[src/rtl/pwr_ctrl_pkg.sv]
package pwr_ctrl_pkg;
  typedef enum logic [1:0] {
    PM_RUN   = 2'd0,
    PM_LIGHT = 2'd1,
    PM_DEEP  = 2'd2
  } pm_mode_e;

  typedef enum int unsigned {
    DOM_CPU    = 0,
    DOM_PERIPH = 1,
    DOM_OSC    = 2
  } clk_dom_e;

  localparam int unsigned NUM_DOM = 3;

  // Which clock domain survives in which mode.
  function automatic logic dom_on(input int unsigned dom, input pm_mode_e mode);
    unique case (mode)
      PM_RUN:   dom_on = 1'b1;
      PM_LIGHT: dom_on = (dom != DOM_CPU);
      default:  dom_on = 1'b0;
    endcase
  endfunction
endpackage

[src/rtl/pwr_ctrl_mode.sv]
module pwr_ctrl_mode
  import pwr_ctrl_pkg::*;
(
  input  logic     light_q_i,
  input  logic     deep_q_i,
  input  logic     wr_en_i,
  input  logic     irq_taken_i,
  output pm_mode_e mode_o,
  output logic     wr_accept_o,
  output logic     wake_o
);
  always_comb begin
    if (deep_q_i)       mode_o = PM_DEEP;  // deep wins over light
    else if (light_q_i) mode_o = PM_LIGHT;
    else                mode_o = PM_RUN;
  end

  assign wr_accept_o = wr_en_i && (mode_o == PM_RUN);
  assign wake_o      = irq_taken_i && (mode_o == PM_LIGHT);
endmodule

[src/rtl/pwr_ctrl_regs.sv]
module pwr_ctrl_regs #(
  parameter int unsigned REG_W    = 8,
  parameter int unsigned GP_W     = 2,
  parameter int unsigned GP_LSB   = 2,
  parameter int unsigned LIGHT_BIT = 0,
  parameter int unsigned DEEP_BIT  = 1
) (
  input  logic             clk_i,
  input  logic             rst_ni,
  input  logic             wr_accept_i,
  input  logic [REG_W-1:0] wr_data_i,
  input  logic             wake_i,
  output logic             light_q_o,
  output logic             deep_q_o,
  output logic [GP_W-1:0]  gp_q_o,
  output logic             baud_q_o
);
  localparam int unsigned BAUD_BIT = REG_W - 1;

  always_ff @(posedge clk_i or negedge rst_ni) begin
    if (!rst_ni) begin
      light_q_o <= 1'b0;
      deep_q_o  <= 1'b0;
      baud_q_o  <= 1'b0;
    end else if (wr_accept_i) begin
      light_q_o <= wr_data_i[LIGHT_BIT];
      deep_q_o  <= wr_data_i[DEEP_BIT];
      baud_q_o  <= wr_data_i[BAUD_BIT];
    end else if (wake_i) begin
      light_q_o <= 1'b0;
    end
  end

  for (genvar g = 0; g < GP_W; g++) begin : g_gp
    always_ff @(posedge clk_i or negedge rst_ni) begin
      if (!rst_ni)          gp_q_o[g] <= 1'b0;
      else if (wr_accept_i) gp_q_o[g] <= wr_data_i[GP_LSB+g];
    end
  end
endmodule

[src/rtl/pwr_ctrl_clk_en.sv]
module pwr_ctrl_clk_en
  import pwr_ctrl_pkg::*;
(
  input  logic               clk_i,
  input  logic               rst_ni,
  input  pm_mode_e           mode_i,
  output logic [NUM_DOM-1:0] en_o
);
  // Registered so the enables never glitch.
  for (genvar d = 0; d < NUM_DOM; d++) begin : g_dom
    always_ff @(posedge clk_i or negedge rst_ni) begin
      if (!rst_ni) en_o[d] <= 1'b1;
      else         en_o[d] <= dom_on(d, mode_i);
    end
  end
endmodule

[src/rtl/pwr_ctrl.sv]
module pwr_ctrl
  import pwr_ctrl_pkg::*;
#(
  parameter int unsigned REG_W  = 8,
  parameter int unsigned GP_W   = 2,
  parameter int unsigned GP_LSB = 2
) (
  input  logic             clk_i,
  input  logic             rst_ni,
  input  logic             wr_en_i,
  input  logic [REG_W-1:0] wr_data_i,
  output logic [REG_W-1:0] rd_data_o,
  input  logic             irq_taken_i,
  output logic             cpu_clk_en_o,
  output logic             periph_clk_en_o,
  output logic             osc_en_o,
  output logic             baud_dbl_o
);
  localparam int unsigned LIGHT_BIT = 0;
  localparam int unsigned DEEP_BIT  = 1;
  localparam int unsigned BAUD_BIT  = REG_W - 1;

  logic               light_q, deep_q, baud_q;
  logic [GP_W-1:0]    gp_q;
  logic               wr_accept, wake;
  pm_mode_e           mode;
  logic [NUM_DOM-1:0] en;

  pwr_ctrl_mode u_mode (
    .light_q_i   (light_q),
    .deep_q_i    (deep_q),
    .wr_en_i     (wr_en_i),
    .irq_taken_i (irq_taken_i),
    .mode_o      (mode),
    .wr_accept_o (wr_accept),
    .wake_o      (wake)
  );

  pwr_ctrl_regs #(
    .REG_W(REG_W), .GP_W(GP_W), .GP_LSB(GP_LSB),
    .LIGHT_BIT(LIGHT_BIT), .DEEP_BIT(DEEP_BIT)
  ) u_regs (
    .clk_i       (clk_i),
    .rst_ni      (rst_ni),
    .wr_accept_i (wr_accept),
    .wr_data_i   (wr_data_i),
    .wake_i      (wake),
    .light_q_o   (light_q),
    .deep_q_o    (deep_q),
    .gp_q_o      (gp_q),
    .baud_q_o    (baud_q)
  );

  pwr_ctrl_clk_en u_clk_en (
    .clk_i  (clk_i),
    .rst_ni (rst_ni),
    .mode_i (mode),
    .en_o   (en)
  );

  always_comb begin
    rd_data_o                       = '0;
    rd_data_o[LIGHT_BIT]            = light_q;
    rd_data_o[DEEP_BIT]             = deep_q;
    rd_data_o[GP_LSB +: GP_W]       = gp_q;
    rd_data_o[BAUD_BIT]             = baud_q;
  end

  assign cpu_clk_en_o    = en[DOM_CPU];
  assign periph_clk_en_o = en[DOM_PERIPH];
  assign osc_en_o        = en[DOM_OSC];
  assign baud_dbl_o      = baud_q;
endmodule

[config.mk]
export PLATFORM = sky130hd
export DESIGN_NAME = pwr_ctrl
export DESIGN_NICKNAME = d
export VERILOG_FILES = /design/src/rtl/pwr_ctrl_pkg.sv /design/src/rtl/pwr_ctrl_mode.sv /design/src/rtl/pwr_ctrl_regs.sv /design/src/rtl/pwr_ctrl_clk_en.sv /design/src/rtl/pwr_ctrl.sv
export SDC_FILE = /design/constraint.sdc
export NUM_CORES = 1
export LEC_CHECK = 0
export BUFFER_PORTS_ARGS = -buffer_cell sky130_fd_sc_hd__buf_4
export CAP_MARGIN = 20
export CORE_AREA = 3 3 40 42
export CTS_CLUSTER_DIAMETER = 120
export CTS_CLUSTER_SIZE = 10
export DETAILED_ROUTE_END_ITERATION = 8
export DIE_AREA = 0 0 43 45
export PLACE_DENSITY = 0.64
export SLEW_MARGIN = 20
export SYNTH_ARGS = -nofsm -noshare
export SYNTH_HDL_FRONTEND = slang
export SYNTH_SLANG_ARGS = --single-unit
[constraint.sdc]
create_clock -name clk_i -period 1.3 [get_ports clk_i]
set_input_delay 0 -clock clk_i [delete_from_list [all_inputs] [get_ports clk_i]]
set_output_delay 0 -clock clk_i [all_outputs]
set_load 0.1 [all_outputs]
=== Word level (Yosys, flattened, before mapping) ===
Index checks and enable logic that the tools add are counted.
W data, S select, Z words.

* Register bits after elaboration: 7
* Input port bits: 12
* Output and inout port bits: 12
* Word-level logic and storage cells: 19

* Equality and inequality tests: 1
* Multiplexer cells: 6
* Reduce and logical (&&, ||, !) cells: 5

{| class="wikitable"
|+ Operator list
! operator !! number
|-
| $mux W1 || 5
|-
| $eq A2 B1 Y1 const B || 1
|-
| $logic_and A1 B1 Y1 || 2
|-
| $logic_not A2 Y1 || 1
|-
| $mux W2 || 1
|-
| $reduce_bool A2 Y1 || 1
|-
| $reduce_or A2 Y1 || 1
|}

=== Logic depth before layout (Yosys ltp) ===
* Word-level depth: 6
* Depth in mapped cells: 2
* Mapped depth without buffers: 2

=== Modules after synthesis ===
A second synthesis with hierarchy kept.

* Cells, all modules: 27
* Area, all modules: 334.1 um^2

{| class="wikitable"
|+ Modules (own cells, without submodules)
! module !! times used !! cells each !! area each (um^2) !! sequential area each (um^2)
|-
| pwr_ctrl_regs || 1 || 11 || 183.9 || 125.1
|-
| pwr_ctrl_clk_en || 1 || 5 || 67.6 || 52.6
|-
| pwr_ctrl || 1 || 7 || 48.8 || 0.0
|-
| pwr_ctrl_mode || 1 || 4 || 33.8 || 0.0
|}

=== Worst setup path after synthesis ===
OpenSTA, ideal clock, no wires.

* Kind: register -> output
* From: register u_regs.baud_q_o
* To: output rd_data_o[7]
* Arrival time: 1.337 ns
* Slack: -0.037 ns
* Cell stages (with the launch flop): 2
* Path buffers: 1
* Path through: dfrtp_1 buf_4

{| class="wikitable"
|+ RTL lines
! element !! line !! RTL
|-
| from (decl) || pwr_ctrl_regs.sv:16 || <nowiki>output logic baud_q_o</nowiki>
|-
| from (signal assigned) || pwr_ctrl_regs.sv:28 || <nowiki>baud_q_o <= wr_data_i[BAUD_BIT];</nowiki>
|-
| to (decl) || pwr_ctrl.sv:12 || <nowiki>output logic [REG_W-1:0] rd_data_o,</nowiki>
|}

No word-level cell between the ends.

=== Worst setup path after layout ===
* From: register u_regs.light_q_o
* To: register u_regs.gp_q_o[1]

* Cells in the longest elaborated chain, start to end: 4

{| class="wikitable"
|+ Ends and longest elaborated chain
! element !! line !! RTL
|-
| from (decl) || pwr_ctrl_regs.sv:13 || <nowiki>output logic light_q_o,</nowiki>
|-
| from (signal assigned) || pwr_ctrl_regs.sv:26 || <nowiki>light_q_o <= wr_data_i[LIGHT_BIT];</nowiki>
|-
| $mux W1 || pwr_ctrl_mode.sv:14 || <nowiki>else if (light_q_i) mode_o = PM_LIGHT;</nowiki>
|-
| $mux W2 || pwr_ctrl_mode.sv:13 || <nowiki>if (deep_q_i) mode_o = PM_DEEP;</nowiki>
|-
| $logic_not A2 Y1 || pwr_ctrl_mode.sv:18 || <nowiki>assign wr_accept_o = wr_en_i && (mode_o == PM_RUN);</nowiki>
|-
| $logic_and A1 B1 Y1 || pwr_ctrl_mode.sv:18 ||
|-
| to (signal, indexed assignment) || pwr_ctrl_regs.sv:37 || <nowiki>else if (wr_accept_i) gp_q_o[g] <= wr_data_i[GP_LSB+g];</nowiki>
|-
| to (decl) || pwr_ctrl_regs.sv:15 || <nowiki>output logic [GP_W-1:0] gp_q_o,</nowiki>
|}

No other way between the ends.
A chain may end at the register's enable or synchronous reset.

==> metrics.txt <==
most frequent cell after synthesis=buf_4; cts repair resizes=0; status=finished clean; Bufs and invs on worst path=0; Final Cell Area=roughly 530 um2; fin crit share=92.0%; Critical-path top delay cell=dfrtp_1; WS Path Type=flop to flop; CP arrival=around 1.3 ns; CP required=around 1.4 ns; pre-CTS setup slack=~0.090 ns; Clock Skew=0.00644 ns; Leakage=between 0.2 and 0.3 nW; Port Buffers=17; top cells by count, synth=buf_4 (7), dfrtp_1 (5), mux2_2 (3); worst path cell trace=nor3b_4 -> mux2_2; share of cells above drive strength 1=roughly three fifths; CP Capture Type=flop; num ports=24; largest net degree at the start of global routing=8; Slew Limit Fails=0; vias in the first global route=roughly 230; Vias per Instance=3.73; initial antenna violation count=0; ANT cells=0; deepest clock path buffer count=2; Worst VDD drop=approximately 0.42 mV; crit path max fanout=4; Reg clk slew, reported paths=approximately 0.050 ns; Internal=slightly below 400 uW; Pre-Repair DR Iteration Count=2; Net Sw Power=roughly 190 uW; cts bufs inserted=3; Max-Cap Viols=0; pwr dens=around 1100 nW/um2; ys flop type=dfrtp_1; Peak Freq=roughly 840 MHz; Synthesis Warnings=0; CTS tree=built; post-synthesis cell area=322 um2; Post-layout nets=62; Top delay family on crit path=flip-flops; iteration-0 DRC count of the detailed router=2; DR DRC count=0; unrepaired setup endpoints after global routing=false; core area=1280 um2; vias=239; H-tree depth=1; clk root buf=clkbuf_4; syn_area_per_cell=~13 um2; Distinct cells, synth=12; GRT Resource Usage Total=approximately 7.7%; post-synth top area share=roughly 39%; Worst-Skew Late Latency=0.25 ns; sequential area share after synthesis=~55%; Clk network pwr share=between 30% and 40%; top cells by area, synth=dfrtp_1 (39%), buf_4 (16%), dfstp_2 (16%); Comb pwr share=27.4%; final hold violation count=0; HP Class=primary input to flop; die width=around 43 um; starting density of the core=about 25%; cell count after synthesis=25; Post-DP Area=about 440 um2; Flop pwr share=roughly two fifths; area leader, netlist=dfrtp_1; Sw Share=between 30% and 40%; setup_tns=0 ns; die height=45 um; minimum clock period=around 1.2 ns; Fin Hold WS=between 0.01 and 0.015 ns; WL per Instance=between 9 and 10 um; CP Launch Type=flop; Die ar.=between 1500 and 2000 um2; setup ws final=0.104 ns; Largest stage delay, worst path=approximately 0.41 ns; final WL=630 um; # fillers=approximately 130; final setup vio count=0; Std-Cell Rows=13; number of routed nets with antenna violations=0; CTS Sinks=7; Placer Congestion=approximately 0.60; Post-synth EDFFs=0; FFs w/ async S/R, synth=100%; GR Overflow Total=0; area delta synth->final=63.4%; Synth Register Bits=7; first-pass GRT wire length=1.01 mm
[cell usage in the layout, fill, tap and decap left out, drive strengths merged]
| cell | instances |
|---|---|
| a22o | 1 |
| buf | 19 |
| clkbuf | 4 |
| conb | 3 |
| dfrtp | 5 |
| dfstp | 2 |
| dlygate4sd3 | 6 |
| inv | 1 |
| mux2 | 3 |
| nand2 | 1 |
| nand2b | 1 |
| nand3b | 1 |
| nor2 | 1 |
| nor3b | 1 |
[kinds of logic after synthesis]
family	Yosys count	share of synthesized area (%)
buf+inv	8	17.5
mux	3	10.5
simple gates	5	12.5
other cells	1	1.17
compound gates	1	3.11
flops	7	55.3
[metal layers]
metal  GRT usage, %  vias up  wire length [um]
li1               -      120                 -
met1           9.48      105               267
met2           10.2       14               289
met3           2.79        0                72
met4           7.23        0                 0
met5              0        -                 0
[timing repair]
item / CTS / global route
endpoints found under the hold margin: 12 / 0
hold buffers: 6 / 0
setup buffers: 0 / 0
[state kept, by name, indices dropped and copies added, names as in the netlist]
register	cells
u_regs.gp_q_o	2
u_regs.deep_q_o	1
u_regs.baud_q_o	1
u_clk_en.en_o	2
u_regs.light_q_o	1
[worst register-to-register path, delay by kind of cell (launching register included)]
family           cells  cell delay [ns]
and+or+nand+nor      1             0.30
muxes                1             0.37
DFF                  1             0.41
[through the flow]
stage / total power, mW / std cells / util, %
after floorplan: 0.350 / 27 / -
after global placement: 0.378 / 54 / 34.2
after detailed placement: 0.378 / 54 / 34.2
after CTS: 0.592 / 64 / 40.9
after global routing: 0.622 / 64 / 40.9
final: 0.581 / 64 / 40.9
[power groups by stage]
stage          Clock (mW)  Sequential [mW]  Combinational (mW)
2_1_floorplan           0            0.269              0.0816
3_3_place_gp            0            0.233               0.145
3_5_place_dp            0            0.233               0.145
4_1_cts             0.202            0.230               0.160
5_1_grt             0.227            0.230               0.165
6_report            0.192            0.230               0.159
[cell type report]
type                    count  area [um2]  share of cell area, %
flip-flops and latches      7         179                   34.0
inverters                   1        3.75                  0.714
repair buffers             25         203                   38.6
clock buffers               4        26.3                   5.00
multi-input cells          12        95.1                   18.1
well taps                  15        18.8                   3.57
[path summary, 6_finish.rpt]
| kind | end | startpoint | slack [ns] | cells after the start |
|---|---|---|---|---|
| max | u_regs.gp_q_o[1]$_DFFE_PN0P_ | u_regs.light_q_o$_DFFE_PN0P_ | 0.10 | 2 |
| min | u_regs.deep_q_o$_DFFE_PN0P_ | wr_en_i | 0.01 | 3 |
| max reg2reg | u_regs.gp_q_o[1]$_DFFE_PN0P_ | u_regs.light_q_o$_DFFE_PN0P_ | 0.10 | 2 |
| min reg2reg | u_regs.gp_q_o[0]$_DFFE_PN0P_ | u_regs.gp_q_o[0]$_DFFE_PN0P_ | 0.51 | 1 |
| max in group asynchronous | u_clk_en.en_o[0]$_DFF_PN1_ | rst_ni | 0.98 | 2 |
| min in group asynchronous | u_regs.baud_q_o$_DFFE_PN0P_ | rst_ni | 0.10 | 2 |
Note: power is estimated with default switching activity, not from simulation.
